<file path="src/rtl/dsi_pkg.sv">
package dsi_pkg;
  typedef enum logic {
    SEL_FMT  = 1'b0,
    SEL_SNAP = 1'b1
  } reg_sel_e;
endpackage

</file>
<file path="src/rtl/dsi_sync.sv">
module dsi_sync #(
  parameter int          W       = 1,
  parameter int          STAGES  = 2,
  parameter logic [W-1:0] RST_VAL = '0
) (
  input  logic         clk_i,
  input  logic         rst_ni,
  input  logic [W-1:0] d_i,
  output logic [W-1:0] q_o
);
  logic [W-1:0] stg_q [STAGES];

  always_ff @(posedge clk_i or negedge rst_ni) begin
    if (!rst_ni) begin
      for (int s = 0; s < STAGES; s++) stg_q[s] <= RST_VAL;
    end else begin
      stg_q[0] <= d_i;
      for (int s = 1; s < STAGES; s++) stg_q[s] <= stg_q[s-1];
    end
  end

  assign q_o = stg_q[STAGES-1];
endmodule

</file>
<file path="src/rtl/dsi_edge.sv">
module dsi_edge #(
  parameter logic RST_VAL = 1'b0
) (
  input  logic clk_i,
  input  logic rst_ni,
  input  logic d_i,
  output logic rise_o,
  output logic fall_o
);
  logic prev_q;

  always_ff @(posedge clk_i or negedge rst_ni) begin
    if (!rst_ni) prev_q <= RST_VAL;
    else         prev_q <= d_i;
  end

  assign rise_o = d_i & ~prev_q;
  assign fall_o = ~d_i & prev_q;
endmodule

</file>
<file path="src/rtl/dsi_shreg.sv">
module dsi_shreg #(
  parameter int W = 8
) (
  input  logic         clk_i,
  input  logic         rst_ni,
  input  logic         load_i,
  input  logic [W-1:0] load_val_i,
  input  logic         shift_i,
  input  logic         sin_i,
  output logic [W-1:0] q_o
);
  always_ff @(posedge clk_i or negedge rst_ni) begin
    if (!rst_ni)      q_o <= '0;
    else if (load_i)  q_o <= load_val_i;
    else if (shift_i) q_o <= {q_o[W-2:0], sin_i};
  end

  p_idle_hold_r2: assert property (@(posedge clk_i) disable iff (!rst_ni)
    (!load_i && !shift_i) |=> $stable(q_o));

  p_shift_lsb_r3: assert property (@(posedge clk_i) disable iff (!rst_ni)
    (shift_i && !load_i) |=> (q_o[0] == $past(sin_i)) && (q_o[W-1:1] == $past(q_o[W-2:0])));
endmodule

</file>
<file path="src/rtl/discrete_spi_front.sv">
module discrete_spi_front
  import dsi_pkg::*;
#(
  parameter int N_CH        = 8,
  parameter int SYNC_STAGES = 2
) (
  input  logic            clk_i,
  input  logic            rst_ni,
  input  logic            cs_n_i,
  input  logic            sclk_i,
  input  logic            sdi_i,
  input  logic            reg_sel_i,
  input  logic [N_CH-1:0] disc_i,
  output logic            sdo_o,
  output logic            sdo_oe_o,
  output logic [N_CH-1:0] cfg_o
);
  localparam int MSB = N_CH - 1;

  logic cs_s, sclk_s, sdi_s;
  logic cs_rise, cs_fall, sclk_rise, sclk_fall_unused;
  reg_sel_e sel_q;
  logic [N_CH-1:0] snap_sr, fmt_sr;
  logic snap_load, snap_shift, fmt_shift, commit;

  dsi_sync #(.W(3), .STAGES(SYNC_STAGES), .RST_VAL(3'b100)) u_sync (
    .clk_i, .rst_ni,
    .d_i ({cs_n_i, sclk_i, sdi_i}),
    .q_o ({cs_s, sclk_s, sdi_s})
  );

  dsi_edge #(.RST_VAL(1'b1)) u_cs_edge (
    .clk_i, .rst_ni, .d_i(cs_s), .rise_o(cs_rise), .fall_o(cs_fall)
  );

  dsi_edge #(.RST_VAL(1'b0)) u_sclk_edge (
    .clk_i, .rst_ni, .d_i(sclk_s), .rise_o(sclk_rise), .fall_o(sclk_fall_unused)
  );

  // frame register choice, frozen for the frame
  always_ff @(posedge clk_i or negedge rst_ni) begin
    if (!rst_ni)      sel_q <= SEL_FMT;
    else if (cs_fall) sel_q <= reg_sel_e'(reg_sel_i);
  end

  assign snap_load  = cs_fall && reg_sel_i;
  assign snap_shift = sclk_rise && !cs_s && !cs_fall && (sel_q == SEL_SNAP);
  assign fmt_shift  = sclk_rise && !cs_s && !cs_fall && (sel_q == SEL_FMT);
  assign commit     = cs_rise && (sel_q == SEL_FMT);

  dsi_shreg #(.W(N_CH)) u_snap_sr (
    .clk_i, .rst_ni,
    .load_i(snap_load), .load_val_i(disc_i),
    .shift_i(snap_shift), .sin_i(sdi_s), .q_o(snap_sr)
  );

  dsi_shreg #(.W(N_CH)) u_fmt_sr (
    .clk_i, .rst_ni,
    .load_i(1'b0), .load_val_i('0),
    .shift_i(fmt_shift), .sin_i(sdi_s), .q_o(fmt_sr)
  );

  always_ff @(posedge clk_i or negedge rst_ni) begin
    if (!rst_ni)     cfg_o <= '0;
    else if (commit) cfg_o <= fmt_sr;
  end

  assign sdo_o    = (sel_q == SEL_SNAP) ? snap_sr[MSB] : fmt_sr[MSB];
  assign sdo_oe_o = !cs_s;

  p_snap_load_r5: assert property (@(posedge clk_i) disable iff (!rst_ni)
    (cs_fall && reg_sel_i) |=> (snap_sr == $past(disc_i)));

  p_commit_r6: assert property (@(posedge clk_i) disable iff (!rst_ni)
    (cs_rise && sel_q == SEL_FMT) |=> (cfg_o == $past(fmt_sr)));

  p_cfg_hold_r7: assert property (@(posedge clk_i) disable iff (!rst_ni)
    !(cs_rise && sel_q == SEL_FMT) |=> $stable(cfg_o));

  p_sel_frozen_r8: assert property (@(posedge clk_i) disable iff (!rst_ni)
    !cs_fall |=> $stable(sel_q));

  p_no_shift_idle_r2: assert property (@(posedge clk_i) disable iff (!rst_ni)
    (cs_s && !cs_fall) |=> ($stable(fmt_sr) && $stable(snap_sr)));
endmodule

</file>
<file path="config.mk">
export PLATFORM = sky130hd
export DESIGN_NAME = discrete_spi_front
export DESIGN_NICKNAME = d
export VERILOG_FILES = /design/src/rtl/dsi_pkg.sv /design/src/rtl/dsi_sync.sv /design/src/rtl/dsi_edge.sv /design/src/rtl/dsi_shreg.sv /design/src/rtl/discrete_spi_front.sv
export SDC_FILE = /design/constraint.sdc
export NUM_CORES = 1
export LEC_CHECK = 0
export ABC_AREA = 1
export BUFFER_PORTS_ARGS = -buffer_cell sky130_fd_sc_hd__buf_4
export CAP_MARGIN = 40
export CORE_MARGIN = 4
export CORE_UTILIZATION = 49
export DETAILED_ROUTE_END_ITERATION = 16
export GPL_TIMING_DRIVEN = 0
export PLACE_DENSITY = 0.74
export REMOVE_ABC_BUFFERS = 1
export SYNTH_ARGS = -nofsm -noshare
export SYNTH_HDL_FRONTEND = slang
export SYNTH_SLANG_ARGS = --single-unit
</file>
<file path="constraint.sdc">
create_clock -name clk_i -period 1.2 [get_ports clk_i]
set_input_delay 0.12 -clock clk_i [delete_from_list [all_inputs] [get_ports clk_i]]
set_output_delay 0.12 -clock clk_i [all_outputs]
set_load 0.01 [all_outputs]
</file>
After elaboration in Yosys (flattened, before gate mapping) --
Index checks and enable logic that the tools add are counted.
Storage, ports and cells: register bits 33, word-level logic and storage cells 27, output and inout port bits 10, input bits 14
Operators by class: muxes and demuxes 3, bitwise operators 7, reductions and logical operators 9
Operator list (count):
- two-way mux 8 bit | 2
- logical AND 1 bit | 6
- NOT 1 bit | 4
- AND 1 bit | 3
- zero test 1 bit | 2
- nonzero test 2 bit | 1
- two-way mux 1 bit | 1

Logic depth before layout (Yosys ltp) --
Gate-level depths: netlist of run 1.
depth in word-level cells 7, depth in mapped cells 7

Cells and area by module --
Synthesis of run 1 repeated with hierarchy kept, for this count alone.
Unflattened totals: cell total of the unflattened synthesis 156, area, all modules 1410.1 sq um
Modules (own cells, without submodules):
- dsi_shreg | cells each 44, times used 2, sequential area each 200.2 sq um, area an instance 374.1 sq um
- discrete_spi_front | cells each 49, times used 1, sequential area each 225.2 sq um, area an instance 405.4 sq um
- dsi_sync | cells each 9, times used 1, sequential area each 152.6 sq um, area an instance 175.2 sq um
- dsi_edge at u_cs_edge | cells each 5, times used 1, sequential area each 26.3 sq um, area an instance 41.3 sq um
- dsi_edge at u_sclk_edge | cells each 5, times used 1, sequential area each 25.0 sq um, area an instance 40.0 sq um

Least setup slack after synthesis of run 1 --
OpenSTA, ideal clock, no wires.
kind register -> register, start point register u_cs_edge.prev_q, end point register u_snap_sr.q_o[6], path slack -23 ps, data required time 1083 ps, arrival 1106 ps, setup time 117 ps, cell stages (with the launch flop) 8, cell sequence dfstp_2 > buf_6 > nand3_4 > buf_8 > nand2_2 > nand2_1 > nand2_1 > nand2_1
Between the ends: cells in the longest elaborated chain, start to end 5
Ends and longest elaborated chain:
- from (decl) | line dsi_edge.sv:10 | logic prev_q;
- from (signal assigned) | line dsi_edge.sv:14 | else prev_q <= d_i;
- AND 1 bit (*) | line dsi_edge.sv:18 | assign fall_o = ~d_i & prev_q;
- zero test 1 bit | line discrete_spi_front.sv:47 | assign snap_shift = sclk_rise && !cs_s && !cs_fall && (sel_q == SEL_SNAP);
- logical AND 1 bit (2 in a row) | line discrete_spi_front.sv:47
- nonzero test 2 bit (no source line)
- to (signal assigned) | line dsi_shreg.sv:14 | else if (load_i) q_o <= load_val_i;
- to (signal assigned) | line dsi_shreg.sv:15 | else if (shift_i) q_o <= {q_o[W-2:0], sin_i};
- to (decl) | line dsi_shreg.sv:10 | output logic [W-1:0] q_o
Every way passes the cells marked *; elsewhere a longest branch is shown, timed or not. A chain may end at the register's enable or synchronous reset.

Worst setup path after layout of run 1 --
start point register u_sync.stg_q (netlist bit u_sync.q_o[2]), end point output sdo_oe_o
Between the ends: cells in the longest elaborated chain, start to end 1
Ends and longest elaborated chain:
- from (decl) | line dsi_sync.sv:11 | logic [W-1:0] stg_q [STAGES];
- zero test 1 bit | line discrete_spi_front.sv:69 | assign sdo_oe_o = !cs_s;
- to (decl) | line discrete_spi_front.sv:15 | output logic sdo_oe_o,
No other way between the ends.

==> results of run 1 <==
cell usage after synthesis:
cell type	number	area share
buf_4	2	0.011
nand3_4	1	0.012
nand4_1	8	0.036
inv_4	1	0.0045
nand2_2	1	0.0045
o21ai_2	8	0.050
nand3_1	8	0.029
dfrtp_1	30	0.54
nand2_1	49	0.13
inv_1	11	0.029
o21ai_0	2	0.0071
nand2_4	1	0.0080
buf_6	2	0.016
nand3_2	3	0.021
buf_8	1	0.011
nor2_1	1	0.0027
dfstp_2	3	0.056
inv_2	1	0.0027
o21ai_1	8	0.029
nor2_2	1	0.0045
state kept, by name, summed over array words and instances, names as in the netlist:
name                flops
u_sclk_edge.prev_q      1
u_cs_edge.prev_q        1
u_fmt_sr.q_o            8
u_sync.q_o              3
sel_q                   1
cfg_o                   8
u_snap_sr.q_o           8
u_sync.stg_q            3
timing repair:
action | 4_1_cts | 5_1_grt
hold buffers | 4 | 0
buffers inserted | 4 | 0
hold endpoints to repair | 33 | 0
gates cloned | 0 | 1
pin swaps | 0 | 3
endpoints found under the setup margin | 26 | 26
resized for setup | 2 | 6
report_power, final:
| group | leakage, nW | internal (mW) | switching [mW] |
|---|---|---|---|
| clock network | 0.0326 | 0.289 | 0.353 |
| logic | 0.395 | 0.205 | 0.243 |
| registers | 0.424 | 1.27 | 0.0934 |
| total | 0.852 | 1.76 | 0.690 |
stage by stage:
step / instance area, µm² / total power [mW] / cells / setup slack, ns / setup TNS [ns]
detailed placement: 1562 / 1.791 / 191 / -0.1077 / -1.948
CTS: 1694 / 2.466 / 207 / -0.06283 / -0.7590
global route: 1735 / 2.621 / 208 / -0.1163 / -1.348
finish: 1735 / 2.449 / 208 / -0.05967 / -0.2897
global placement: 1562 / 1.766 / 191 / -0.06950 / -0.9312
floorplan: 1350 / 1.614 / 137 / 0.02662 / 0
worst max-delay path by stage:
| stage | to | slack, ns |
|---|---|---|
| detailed placement | u_snap_sr.q_o[6]$_DFFE_PN0P_ | -0.11 |
| CTS | u_fmt_sr.q_o[6]$_DFFE_PN0P_ | -0.06 |
| finish | sdo_oe_o | -0.06 |
| floorplan | u_fmt_sr.q_o[0]$_DFFE_PN0P_ | 0.03 |
| global route | u_snap_sr.q_o[3]$_DFFE_PN0P_ | -0.12 |
| global placement | u_snap_sr.q_o[1]$_DFFE_PN0P_ | -0.07 |
cell usage in the layout (no fill, tap or decap), drive strengths merged:
master / n
nand3: 13
nand4: 8
o21ai: 18
dfrtp: 30
inv: 13
clkbuf: 8
dfstp: 3
nand2: 51
nor2: 2
dlygate4sd3: 4
buf: 27
cells by family after synthesis:
| group | after synthesis | share of synthesized area |
|---|---|---|
| AOI/OAI and AO/OA | 18 | 0.08564 |
| buffers and inverters | 18 | 0.07403 |
| DFF | 33 | 0.5914 |
| and+or+nand+nor | 73 | 0.2489 |
critical path, cell delays in order (launching register included):
cell	delay [ns]
dfstp_2	0.61
inv_4	0.07
buf_6	0.12
layer usage:
layer | global-route usage | vias up | share of wire
li1 | - | 532 | -
met1 | 0.1803 | 533 | 0.44
met2 | 0.2511 | 17 | 0.50
met3 | 0.06918 | 5 | 0.047
met4 | 0.07273 | 0 | 0.017
met5 | 0 | - | 0
final cells by class:
class,instances,share of cell area
clock buffers,8,0.03389
inverters,13,0.02956
multi-input cells,92,0.2934
flip-flops and latches,33,0.4787
well taps,31,0.02235
repair buffers,31,0.1420
==> impl_metrics.json, run 1 <==
{
  "status": "finished, violations left",
  "violations": "setup timing",
  "period_needed_ns": 1.260,
  "num_vias": 1087,
  "die_w_um": 61.50,
  "clk_path_buf_depth": 2,
  "grt_max_degree": 34,
  "period_share": 1.050,
  "vdd_drop_max_uv": 1099,
  "yosysSeqAreaShare": 0.5914,
  "cts_buffers": 5,
  "cts_tree": "done",
  "clkTransAtPathRegs_ns": 0.09,
  "core_area_mm2": 0.002758,
  "yosys.cell_types.count": 20,
  "drv_cap": 0,
  "power_leakage_nw": 0.8519,
  "wl_per_cell_um": 12.40,
  "min_to": "u_snap_sr.q_o[1]$_DFFE_PN0P_",
  "final_antenna_net_count": 0,
  "critPathKind": "flop to output port",
  "register_area_um2": 830.8,
  "drive_gt1_frac": 0.3164,
  "slew_headroom": 0.7369,
  "clock_latency_ns": 0.34,
  "r2r-start": "u_cs_edge.prev_q$_DFF_PN1_",
  "slew_violations": 0,
  "clock_sinks": 33,
  "multiInputGateArea_um2": 509.2,
  "syn_area_per_cell_um2": 9.877,
  "worstPathMaxFanout": 5,
  "n_antenna_cell": 0,
  "fmax_mhz": 793.9,
  "avgViaCountPerCell": 5.226,
  "grt_pass1_vias": 1008,
  "tightest_slew_ns": 0.3947,
  "start_kind": "flop",
  "hold_class": "primary input to flop",
  "synth.cell_area_mm2": 0.001403,
  "utilization": 0.6293,
  "hold_slack_ns": 0.1300,
  "ys_warn_count": 0,
  "cts-htree-levels": 2,
  "rows": 19,
  "final_nets": 190,
  "cp.arrival_ns": 1.14,
  "startpoint": "u_sync.q_o[2]$_DFF_PN1_",
  "grt_setup_unrepaired": "true",
  "finalHoldViolCount": 0,
  "powerDensity_mw_per_mm2": 1411,
  "hpwl_mm": 1.608,
  "drtIter0Drc": 50,
  "overflow": 0,
  "ios": 24,
  "synth_seq_cells": 33,
  "worst_slack_ns": -0.05967,
  "reg2reg_to": "u_snap_sr.q_o[6]$_DFFE_PN0P_",
  "reg2regPathDepth": 5,
  "track_usage": 0.1568,
  "initial_core_util": 0.5086,
  "r2r_slack_ns": -0.04,
  "fill_cells": 229,
  "numPortBuffers": 23,
  "die-area_mm2": 0.003782,
  "skew_ns": 0.01082,
  "drc_errors": 0,
  "clock-root-buffer": "clkbuf_4",
  "area_growth_pct": 23.73,
  "first_pass_iters": 4,
  "worstPathRequired_ns": 1.08,
  "die_y_um": 61.50,
  "grt_pass1_wl_mm": 4.229,
  "hold_depth": 5,
  "gp_congestion": 0.7549,
  "antenna_found_initial": 0,
  "hp-start": "disc_i[1]",
  "finalSetupViolCount": 10,
  "synthCells": 142,
  "endpoint_kind": "output port",
  "finalWirelength_mm": 2.580
}
No activity file was read; power rests on OpenSTA's default activity.
==> run 2: changes to the inputs <==
- CORE_UTILIZATION: 49 -> 34
- PLACE_DENSITY: 0.74 -> default
- SKIP_LAST_GASP: default -> 1
==> run 2 against run 1 <==
  * The flow still finishes with violations (setup timing)
  * Hold slack improved by 0.062 ns
  * Die area rose by 38%
  * Register-to-register slack improved by 0.03 ns
  * Sequential share of layout area fell by 2.0 points
  * Sequential power barely moved
  * Critical path depth did not move
  * Utilization fell by 18 points
  * Cell count rose by 9.6%
  * Clock power rose by 40%
  * Largest power group unchanged
  * Combinational power barely moved
  * Largest cell class unchanged
==> impl_metrics.json, run 2 (same netlist as run 1, synthesis figures left out) <==
{
  "cp_cell_sequence": "inv_4, buf_6",
  "gp_congestion": 0.7506,
  "reg_top3": "cfg_o: 8 flops, u_fmt_sr.q_o: 8 flops, u_snap_sr.q_o: 8 flops",
  "slew_violations": 0,
  "grt_setup_unrepaired": "true",
  "power_leakage_nw": 0.8807,
  "cp_slowest_stage_delay_ns": 0.61,
  "drive_gt1_frac": 0.3371,
  "die_w_um": 72.23,
  "hold_class": "primary input to flop",
  "clock-root-buffer": "clkbuf_8",
  "clk_path_buf_depth": 2,
  "path_buf_inv": 2,
  "utilization": 0.4529,
  "drv_cap": 0,
  "grt_max_degree": 34,
  "rows": 23,
  "initial_core_util": 0.3506,
  "clock_sinks": 33,
  "tightest_slew_ns": 0.4101,
  "grt_pass1_vias": 998,
  "worstPathRequired_ns": 1.08,
  "ios": 24,
  "power_mw": 2.709,
  "cts_buffers": 5,
  "start_kind": "flop",
  "drtIter0Drc": 67,
  "hp-start": "disc_i[3]",
  "endpoint_kind": "output port",
  "instances_no_fill": 228,
  "final_nets": 191,
  "n_antenna_cell": 0,
  "reg2regPathDepth": 4,
  "hold_slack_ns": 0.1916,
  "core_area_mm2": 0.004000,
  "clkTransAtPathRegs_ns": 0.06,
  "antenna_found_initial": 0,
  "cts_tree": "done",
  "cp_slowest_cell": "dfstp_2",
  "hold_depth": 5,
  "finalWirelength_mm": 2.601,
  "cp.arrival_ns": 1.09,
  "fmax_mhz": 827.2,
  "skew_ns": 0.003954,
  "finalSetupViolCount": 9,
  "first_pass_iters": 4,
  "area_growth_pct": 29.17,
  "grt_pass1_wl_mm": 4.388,
  "tns_ns": -0.03999,
  "overflow": 0,
  "startpoint": "u_sync.q_o[2]$_DFF_PN1_",
  "period_needed_ns": 1.209,
  "place_ws_ns": -0.1115,
  "placed_cells": 210,
  "avgViaCountPerCell": 4.610,
  "worstPathMaxFanout": 6,
  "cp.depth": 2,
  "cts-htree-levels": 2,
  "powerDensity_mw_per_mm2": 1495,
  "status": "finished, violations left",
  "num_vias": 1051,
  "place_area_mm2": 0.001585,
  "track_usage": 0.1100,
  "r2r-start": "u_sync.q_o[2]$_DFF_PN1_",
  "worst_slack_ns": -0.008888,
  "die_y_um": 72.23,
  "wl_per_cell_um": 11.41,
  "clock_latency_ns": 0.28,
  "violations": "setup timing",
  "final_cell_mix": "nand2_1, dfrtp_1, buf_4, inv_1, o21ai_2",
  "period_share": 1.007,
  "drc_errors": 0,
  "die-area_mm2": 0.005217,
  "path_delay_family": "flip-flops",
  "numPortBuffers": 23,
  "vdd_drop_max_uv": 670.0,
  "hpwl_mm": 1.635,
  "postLayoutCellArea_mm2": 0.001812,
  "critPathKind": "flop to output port",
  "finalHoldViolCount": 0,
  "slew_headroom": 0.7266,
  "final_common_cell": "nand2_1",
  "final_antenna_net_count": 0,
  "fill_cells": 374
}
## run 2: final cells by class
class	instances	area (µm²)	share of cell area
Clock buffer	7	96.34	0.05318
Clock inverter	1	5.005	0.002762
Inverter	13	51.30	0.02831
Multi-Input combinational cell	92	508.0	0.2804
Sequential cell	33	830.8	0.4586
Tap cell	50	62.56	0.03453
Timing Repair Buffer	32	257.7	0.1423
## run 2: worst paths after layout
kind                                                end  slack (ns)
min                        u_snap_sr.q_o[3]$_DFFE_PN0P_        0.19
min reg2reg                     u_sync.q_o[1]$_DFF_PN0_        0.35
max                                            sdo_oe_o      -0.009
max reg2reg                 u_fmt_sr.q_o[4]$_DFFE_PN0P_      -0.009
min in group asynchronous  u_snap_sr.q_o[5]$_DFFE_PN0P_        0.32
max in group asynchronous     u_sync.stg_q[5]$_DFF_PN1_        0.55
## run 2: repair_timing
| action | 4_1_cts | 5_1_grt |
|---|---|---|
| cloned | 0 | 1 |
| endpoints found under the setup margin | 25 | 26 |
| buffers inserted | 5 | 0 |
| hold endpoints to repair | 33 | 0 |
| gates resized for setup | 4 | 5 |
| hold buffers | 4 | 0 |
| pin swaps | 1 | 3 |
## run 2: where the power goes
group / internal, mW / total (mW) / switching [mW]
Sequential: 1.27 / 1.36 / 0.0928
Clock: 0.518 / 0.897 / 0.379
Combinational: 0.208 / 0.452 / 0.243
## run 2: worst reg2reg max path: cells and delay by family, from the launching register on
kind / cells / cell delay [ns]
DFF: 1 / 0.41
and+or+nand+nor: 3 / 0.63
AOI/OAI and AO/OA: 1 / 0.06
## run 2: routing by layer
layer,wire length [µm],vias up,global-route usage
met5,0,-,0
met4,74,0,0.06889
met3,82,8,0.03047
met2,1328,14,0.1860
met1,1116,495,0.1213
li1,-,534,-
